$ cat src/rtl/irq_ctrl_pkg.sv
package irq_ctrl_pkg;
  typedef enum logic [1:0] {
    TRIG_LEVEL = 2'd0,
    TRIG_RISE  = 2'd1,
    TRIG_FALL  = 2'd2,
    TRIG_RISE2 = 2'd3
  } trig_e;

  localparam int CTRL_EN_BIT = 3;
  localparam int TRIG_LSB    = 4;
  localparam int ROT_BIT     = 6;

  localparam int A_WIN  = 'h00;
  localparam int A_CFG  = 'h20;
  localparam int A_CFG2 = 'h24;
  localparam int A_CTRL = 'h40;
  localparam int A_STAT = 'h80;
endpackage

$ cat src/rtl/irq_sync.sv
module irq_sync #(
  parameter int W = 64
) (
  input  logic         clk_i,
  input  logic         rst_ni,
  input  logic [W-1:0] d_i,
  output logic [W-1:0] q_o
);
  logic [W-1:0] s1_q, s2_q;

  always_ff @(posedge clk_i or negedge rst_ni) begin
    if (!rst_ni) begin
      s1_q <= '0;
      s2_q <= '0;
    end else begin
      s1_q <= d_i;
      s2_q <= s1_q;
    end
  end

  assign q_o = s2_q;
endmodule

$ cat src/rtl/irq_edge_stat.sv
module irq_edge_stat #(
  parameter int N = 64
) (
  input  logic         clk_i,
  input  logic         rst_ni,
  input  logic [N-1:0] sync_i,
  input  logic [N-1:0] rise_en_i,
  input  logic [N-1:0] fall_en_i,
  input  logic [N-1:0] clr_i,
  output logic [N-1:0] stat_o
);
  logic [N-1:0] prev_q, stat_q, set_vec;

  assign set_vec = (sync_i & ~prev_q & rise_en_i) | (~sync_i & prev_q & fall_en_i);

  always_ff @(posedge clk_i or negedge rst_ni) begin
    if (!rst_ni) begin
      prev_q <= '0;
      stat_q <= '0;
    end else begin
      prev_q <= sync_i;
      stat_q <= (stat_q & ~clr_i) | set_vec; // new edge wins over clear
    end
  end

  assign stat_o = stat_q;

  for (genvar k = 0; k < N; k++) begin : g_chk
    assert_w1c_R7: assert property (@(posedge clk_i) disable iff (!rst_ni)
      (clr_i[k] && !set_vec[k]) |=> !stat_o[k]);
    assert_set_wins_R8: assert property (@(posedge clk_i) disable iff (!rst_ni)
      set_vec[k] |=> stat_o[k]);
  end
endmodule

$ cat src/rtl/irq_arb.sv
module irq_arb #(
  parameter int N    = 64,
  parameter int ID_W = $clog2(N)
) (
  input  logic            clk_i,
  input  logic            rst_ni,
  input  logic [N-1:0]    pend_i,
  input  logic            rot_i,
  input  logic [ID_W-1:0] last_i,
  output logic            vld_o,
  output logic [ID_W-1:0] idx_o
);
  logic [ID_W-1:0] base;
  logic [ID_W-1:0] nxt;

  assign base = rot_i ? ID_W'(last_i + 1'b1) : '0;
  assign nxt  = ID_W'(last_i + 1'b1);

  // Walk downward so the candidate closest to base is taken last.
  always_comb begin
    logic [ID_W-1:0] cand;
    vld_o = 1'b0;
    idx_o = '0;
    for (int k = N - 1; k >= 0; k--) begin
      cand = ID_W'(base + ID_W'(k));
      if (pend_i[cand]) begin
        vld_o = 1'b1;
        idx_o = cand;
      end
    end
  end

  assert_win_pending_R10: assert property (@(posedge clk_i) disable iff (!rst_ni)
    vld_o |-> pend_i[idx_o]);
  assert_rot_next_R11: assert property (@(posedge clk_i) disable iff (!rst_ni)
    (rot_i && pend_i[nxt]) |-> (vld_o && idx_o == nxt));
  assert_fixed_low_R10: assert property (@(posedge clk_i) disable iff (!rst_ni)
    (!rot_i && pend_i[0]) |-> (idx_o == '0));
endmodule

$ cat src/rtl/irq_ctrl.sv
module irq_ctrl
  import irq_ctrl_pkg::*;
#(
  parameter  int N_SRC  = 64,
  parameter  int ADDR_W = 8,
  localparam int ID_W   = $clog2(N_SRC)
) (
  input  logic              clk_i,
  input  logic              rst_ni,
  input  logic              we_i,
  input  logic [ADDR_W-1:0] addr_i,
  input  logic [31:0]       wdata_i,
  output logic [31:0]       rdata_o,
  input  logic [N_SRC-1:0]  src_i,
  output logic              irq_o,
  output logic [ID_W-1:0]   irq_id_o
);
  localparam int N_STAT = N_SRC / 32;
  localparam int N_CW   = N_SRC / 4;

  logic [ADDR_W-1:0] a_word;
  logic [7:0]        ctrl_q [N_SRC];
  logic [31:0]       cfg_q, cfg2_q;
  logic [N_SRC-1:0]  en_vec, lvl_vec, rise_vec, fall_vec, clr_vec;
  logic [N_SRC-1:0]  sync_vec, stat_vec, pend_vec;
  logic              irq_q, win_vld;
  logic [ID_W-1:0]   id_q, win_idx;

  assign a_word = {addr_i[ADDR_W-1:2], 2'b00};

  always_ff @(posedge clk_i or negedge rst_ni) begin
    if (!rst_ni) begin
      cfg_q  <= '0;
      cfg2_q <= '0;
    end else if (we_i) begin
      if (a_word == ADDR_W'(A_CFG))  cfg_q  <= wdata_i;
      if (a_word == ADDR_W'(A_CFG2)) cfg2_q <= wdata_i;
    end
  end

  for (genvar n = 0; n < N_SRC; n++) begin : g_src
    localparam logic [ADDR_W-1:0] A_N = ADDR_W'(A_CTRL + 4 * (n / 4));
    trig_e trig;

    always_ff @(posedge clk_i or negedge rst_ni) begin
      if (!rst_ni)                     ctrl_q[n] <= '0;
      else if (we_i && a_word == A_N)  ctrl_q[n] <= wdata_i[8*(n%4) +: 8];
    end

    assign trig        = trig_e'(ctrl_q[n][TRIG_LSB +: 2]);
    assign en_vec[n]   = ctrl_q[n][CTRL_EN_BIT];
    assign lvl_vec[n]  = (trig == TRIG_LEVEL);
    assign rise_vec[n] = (trig == TRIG_RISE) || (trig == TRIG_RISE2);
    assign fall_vec[n] = (trig == TRIG_FALL);
    assign pend_vec[n] = en_vec[n] & (lvl_vec[n] ? sync_vec[n] : stat_vec[n]);
  end

  for (genvar w = 0; w < N_STAT; w++) begin : g_clr
    assign clr_vec[32*w +: 32] =
      (we_i && a_word == ADDR_W'(A_STAT + 4 * w)) ? wdata_i : 32'h0;
  end

  irq_sync #(.W(N_SRC)) i_sync (
    .clk_i (clk_i),
    .rst_ni(rst_ni),
    .d_i   (src_i),
    .q_o   (sync_vec)
  );

  irq_edge_stat #(.N(N_SRC)) i_stat (
    .clk_i    (clk_i),
    .rst_ni   (rst_ni),
    .sync_i   (sync_vec),
    .rise_en_i(rise_vec),
    .fall_en_i(fall_vec),
    .clr_i    (clr_vec),
    .stat_o   (stat_vec)
  );

  irq_arb #(.N(N_SRC), .ID_W(ID_W)) i_arb (
    .clk_i (clk_i),
    .rst_ni(rst_ni),
    .pend_i(pend_vec),
    .rot_i (cfg_q[ROT_BIT]),
    .last_i(id_q),
    .vld_o (win_vld),
    .idx_o (win_idx)
  );

  always_ff @(posedge clk_i or negedge rst_ni) begin
    if (!rst_ni) begin
      irq_q <= 1'b0;
      id_q  <= '0;
    end else begin
      irq_q <= win_vld;
      if (win_vld) id_q <= win_idx;
    end
  end

  assign irq_o    = irq_q;
  assign irq_id_o = id_q;

  always_comb begin
    rdata_o = '0;
    if (a_word == ADDR_W'(A_WIN))  rdata_o = {irq_q, {(31-ID_W){1'b0}}, id_q};
    if (a_word == ADDR_W'(A_CFG))  rdata_o = cfg_q;
    if (a_word == ADDR_W'(A_CFG2)) rdata_o = cfg2_q;
    for (int w = 0; w < N_CW; w++)
      if (a_word == ADDR_W'(A_CTRL + 4 * w))
        rdata_o = {ctrl_q[4*w+3], ctrl_q[4*w+2], ctrl_q[4*w+1], ctrl_q[4*w]};
    for (int w = 0; w < N_STAT; w++)
      if (a_word == ADDR_W'(A_STAT + 4 * w))
        rdata_o = stat_vec[32*w +: 32];
  end

  assert_disabled_quiet_R9: assert property (@(posedge clk_i) disable iff (!rst_ni)
    (en_vec == '0) |=> !irq_o);
  assert_irq_enabled_R9: assert property (@(posedge clk_i) disable iff (!rst_ni)
    (!win_vld) |=> !irq_o);
endmodule

$ cat config.mk
export PLATFORM = sky130hd
export DESIGN_NAME = irq_ctrl
export DESIGN_NICKNAME = d
export VERILOG_FILES = /design/src/rtl/irq_ctrl_pkg.sv /design/src/rtl/irq_sync.sv /design/src/rtl/irq_edge_stat.sv /design/src/rtl/irq_arb.sv /design/src/rtl/irq_ctrl.sv
export SDC_FILE = /design/constraint.sdc
export NUM_CORES = 2
export LEC_CHECK = 0
export BUFFER_PORTS_ARGS = -buffer_cell sky130_fd_sc_hd__buf_2
export CELL_PAD_IN_SITES_DETAIL_PLACEMENT = 0
export CELL_PAD_IN_SITES_GLOBAL_PLACEMENT = 2
export CORE_MARGIN = 2
export CORE_UTILIZATION = 38
export DETAILED_ROUTE_END_ITERATION = 12
export HOLD_SLACK_MARGIN = 0.12
export PLACE_DENSITY_LB_ADDON = 0.1
export RECOVER_POWER = 50
export SLEW_MARGIN = 20
export SYNTH_ARGS = -nofsm -noshare
export SYNTH_HDL_FRONTEND = slang
export SYNTH_SLANG_ARGS = --single-unit
$ cat constraint.sdc
create_clock -name clk_i -period 5.82 [get_ports clk_i]
set_input_delay 0.291 -clock clk_i [delete_from_list [all_inputs] [get_ports clk_i]]
set_output_delay 0.291 -clock clk_i [all_outputs]
set_load 0.02 [all_outputs]
# Word level (Yosys, flattened, before mapping)
# Cells that the tools add are included.
# totals
ff_bits	839
wordCells	979
out_inout_bits	39
# classes
muxes	344
n_addsub	64
reduce_logical	149
eq_ne	212
n_lt_le_gt_ge	64
n_bitwise	74
# ops
cell	n
$mux 32	23
$lt 6x7->1 const B	64
$mux 6	65
$bmux 1 s6	64
$and 64x64->64	5
$eq 2x2->1 const B	128
$add 6x6->6 const B	32
$mux 1	192
$not 64->64	3
$eq 2x1->1 const B	64
$logic_not 2->1	64
$or 64x64->64	2
$add 6x5->6 const B	16
$eq 6x5->1 const B	16
$and 1x1->1	64
$logic_or 1x1->1	64
$add 6x4->6 const B	8
$add 6x3->6 const B	4
$logic_and 1x1->1	18
$add 6x1->6 const B	2
$add 6x2->6 const B	2
$eq 6x4->1 const B	2
$eq 6x6->1 const B	2
$logic_not 8->1	1
$reduce_and 2->1	2

# Depth between registers and ports, before layout
# depth
word_depth	69
ltp_mapped	25
ltp_nobuf	19

# Hierarchy
# A second synthesis with hierarchy kept.
# hier_totals
cells_unflattened	5052
area_unflattened_um2	52272.6
# by_module_without_submodules
mod	area_each_um2	seq_area_each_um2	cells_each	n_inst
irq_ctrl	29967.5	14589.0	2690	1
irq_arb	13977.2	0.0	1850	1
irq_edge_stat	5124.9	3203.1	384	1
irq_sync	3203.1	3203.1	128	1

# Worst setup path after synthesis
# OpenSTA, ideal clock, no wires.
# synth_path
path_kind	flip-flop to flip-flop
from	reg id_q[1] (netlist: irq_id_o[1])
to	reg id_q[4] (netlist: irq_id_o[4])
period_less_slack_ns	6.074
setup_slack_ns	-0.254
required_ns	5.740
n_path_buf	3
setup_ns	0.080
arrival_ns	5.994
stages_incl_launch_ff	20
cell_sequence	dfrtp_1 > ha_1 > xor2_1 > nand2_1 > clkinv_1 > clkbuf_1 > clkbuf_1 > ha_1 > clkbuf_1 > nand2_1 > xnor2_2 > mux4_2 > mux4_2 > and2_1 > or4_4 > a2111o_1 > nor4_2 > o211ai_1 > o211a_1 > nor3_2
# synth_between
elab_chain_cells	69
elab_cells_between_ends	321
# synth_lines
element	line	source
start: declaration	irq_ctrl.sv:27	logic [ID_W-1:0] id_q, win_idx;
start signal: assignment	irq_ctrl.sv:96	if (win_vld) id_q <= win_idx;
$add 6x1->6 (*)	n/a	
$mux 6 (*)	irq_arb.sv:16	assign base = rot_i ? ID_W'(last_i + 1'b1) : '0;
$add 6x6->6	irq_arb.sv:25	cand = ID_W'(base + ID_W'(k));
$bmux 1 s6	irq_arb.sv:26	if (pend_i[cand]) begin
$mux 1 (implied by the code)	irq_arb.sv:26	
$mux 6 / $mux 1 (equally long branches) (64 in a row)	irq_arb.sv:26	
# Every way passes the cells marked *; elsewhere a longest branch is shown, timed or not. The select of a mux whose other input is x is not followed.
# A chain may end at the register's enable or synchronous reset.

# Final worst setup path
# layout_path
from	reg id_q[0] (netlist: irq_id_o[0])
to	reg id_q[0] (netlist: irq_id_o[0])
# The elaborated chain is that of the path after synthesis.

==> qor.txt <==
status - finished, violations left
failing checks - capacitance limit, slew limit
Final setup viols - 0
port bufs - 143
Critical Path Most Common Cell - buf_4
Pins Over Slew Limit - 833
Synth Cell Area - 49,000 µm²
Max clock buf depth - 3
power density over the cells - 463 nW/µm²
H-Tree Depth - 3
Logic pwr share - 51.1%
switching power - 11.6 mW
CP bufs+invs - 6
fin cells - 6,844
Int Pwr - 15.4 mW
CP startpoint - irq_id_o[0]
worst-path cell chain - ha_1, buf_4, xnor3_1, or2_2, a211oi_1, a2111oi_2, buf_4, mux4_2, a32o_1, buf_12, nor2_1, a21oi_1, o31a_1, nor4_2, buf_4, o21ai_0, buf_4, a311oi_2, o31ai_1, buf_4
crit path DAT - 6.37 ns
total power - 27.0 mW
finished layout cell area - 58,400 µm²
layout cell share with drive strength beyond 1 - 31.3%
CTS Buf Count - 93
Die Width - 363 µm
Initial Util - 38.4%
Min-Delay Path Class - primary input to register
setup TNS - 0 ns
synth unique cells - 100
worst-path fanout max - 11
reg2reg start - irq_id_o[0]
post-CTS setup buffer count - 0
Root Buffer Master - clkbuf_16
startpoint types - register
hold path startpoint - src_i[21]
Top Ports - 146
cell total after placement - 6,583
post-detail-place hpwl - 192,000 µm
Syn Area/Cell - 10.6 µm²
max_cap viols - 11
number of global-route vias before repair - 42,998
Clock power frac - 22.1%
most frequent cells in the layout - dfrtp_1 (838), mux2_2 (637), buf_4 (446), nand2_1 (415), nor2_1 (256)
number of synthesized flops with an enable pin - 0
min Tclk post-route - 5.79 ns
final WL - 249,000 µm
core area - 128,000 µm²
Die Ht - 363 µm
slowest cell on the critical path - xnor3_1
Peak VDD IR - 0.000252 V
row count - 131
placed inst area - 54,400 µm²
WS Path Type - register to register
delay-heaviest family, CP - compound AO/OA/AOI/OAI gates
Syn-to-layout area delta - 19.0%
fin nets - 5,223
global route overflow - 0
routed len/inst - 36.4 µm
hold_ws - 0.180 ns
post-synth net total - 4,767
RSZ-0062 raised after global routing - true
Die Area - 132,000 µm²
Slew @ Worst Pin - 2.81 ns
Clk pin slew, worst setup/hold paths - 0.06 ns
Fmax - 173 MHz
period utilisation layout - 99.4%
Switching Share - 43.0%
Static Leak - 25.6 nW
max incr delay on CP - 0.52 ns
CTS tree - built
commonest non-fill, non-tap cell in the layout - dfrtp_1
largest net degree at the start of global routing - 148
Seq cells post-synth - 839
Sink Count - 839
total number of yosys warnings - 0
Final Hold Viols - 0
Starting DRT DRC Count - 4,605
initial antenna violation count - 13
clk_skew - 0.0675 ns
GPL Wtd Cong - 1.05
global-route wire length before repair - 346,000 µm
remaining antenna violation count - 0
Clock Latency Late Sink - 0.75 ns
CP endpoint kind - register
sequential share of power - 26.8%
GRT Total Usage - 37.4%
fillers - 12,239
number of vias per cell - 6.51
DR vias - 44,576
ys async rst share - 100%
Gate Count Post-Synth - 4,646
First-pass DRT Iterations - 6
Seq/Total Area, Yosys - 42.8%
worst relative slew slack - -87.0%
DRC - 0
commonest register cell after synthesis - dfrtp_1
WP data required - 6.41 ns
==> worst paths after layout <==
path                                   endpoint  slack (ns)  depth (start not counted)
worst min-delay path            i_sync.s1_q[21]        0.18                          2
worst max register to register      irq_id_o[0]        0.03                         20
min in group asynchronous           ctrl_q[166]        0.95                          2
worst min register to register   i_sync.q_o[59]        0.32                          0
worst max-delay path                irq_id_o[0]        0.03                         20
max in group asynchronous           irq_id_o[2]        1.17                          3
==> Yosys cell counts (40+ instances only) <==
cell type	count	area share, %
a211oi_1	56	0.86
a21oi_1	235	2.4
a221o_1	40	0.82
a221oi_1	72	1.3
a22o_1	66	1.2
a22oi_1	130	2.0
a31oi_1	57	0.73
and2_1	55	0.70
buf_1	65	0.50
clkbuf_1	217	1.7
dfrtp_1	839	43
mux2_2	637	15
mux2i_1	90	1.8
mux4_2	102	4.7
nand2_1	434	3.3
nand3_1	102	1.0
nand4_1	60	0.77
nor2_1	275	2.1
nor2b_1	57	0.73
nor3_1	65	0.66
o211ai_1	93	1.4
o21ai_0	162	1.7
o22ai_1	79	1.0
xnor2_1	63	1.1
==> repair_timing <==
| item | CTS | global route |
|---|---|---|
| gates resized for setup | 8 | 12 |
| gates cloned | 0 | 0 |
| setup endpoints to repair | 2 | 4 |
| hold buffers | 86 | 0 |
| hold endpoints to repair | 298 | 0 |
| pin swaps | 0 | 1 |
==> area by class of cell <==
class / instances / area [µm²] / area share [%]
clock buffers: 138 / 2680 / 4.59
flip-flops and latches: 839 / 21000 / 36.0
clock inverters: 29 / 417 / 0.714
repair buffers: 696 / 5180 / 8.88
inverters: 31 / 116 / 0.199
multi-input cells: 3441 / 26900 / 46.1
well taps: 1662 / 2080 / 3.56
diodes: 8 / 20.0 / 0.0343
==> worst register-to-register path: cells and delay by family, from the launching register on <==
kind	cells	cell delay, ns
xor gates and xnor gates	1	0.52
buffers and inverters	6	1.07
AOI/OAI and AO/OA	8	1.99
adders and majority gates	1	0.25
muxes	1	0.48
DFF	1	0.38
and+or+nand+nor	3	0.98
==> registers in the layout, summed over array words and instances, names as in the netlist <==
signal	flops
ctrl_q	512
i_stat.prev_q	64
i_stat.stat_o	64
i_sync.q_o	64
i_sync.s1_q	64
cfg2_q	32
cfg_q	32
irq_id_o	6
irq_o	1
==> power by group through the flow <==
stage	Combinational, mW	Sequential (mW)	Clock [mW]
after global placement	13.3	7.28	0
final	13.8	7.23	5.96
after global routing	14.4	7.31	6.31
after CTS	13.4	7.20	6.08
after detailed placement	13.3	7.30	0
after floorplan	7.13	7.05	0
==> metrics by stage <==
step                      utilization (%)  setup WS [ns]
after floorplan                         -         0.0347
after global placement               42.5         -0.540
after detailed placement             42.5         -0.377
after CTS                            45.7         0.0240
after global routing                 45.6        -0.0973
final                                45.7         0.0327
==> cells by family (layout without fill, tap and decap cells) <==
| kind of cell | Yosys count | after routing | share of synthesized area, % |
|---|---|---|---|
| compound gates | 1258 | 1258 | 18.1 |
| xor+xnor | 69 | 69 | 1.34 |
| fa+ha+maj | 14 | 14 | 0.357 |
| buf+inv | 366 | 894 | 3.14 |
| flops | 839 | 839 | 42.8 |
| mux | 831 | 831 | 21.2 |
| other cells | 0 | 8 | 0 |
| simple gates | 1269 | 1269 | 13.0 |
==> metal layers <==
| metal | routed length [µm] | track usage (%) | vias to the layer above |
|---|---|---|---|
| li1 | - | - | 18721 |
| met1 | 104000 | 50.2 | 23314 |
| met2 | 110000 | 57.1 | 2025 |
| met3 | 18700 | 6.27 | 508 |
| met4 | 16600 | 21.1 | 8 |
| met5 | 57 | 0 | - |
Note: power is estimated with default switching activity, not from simulation.
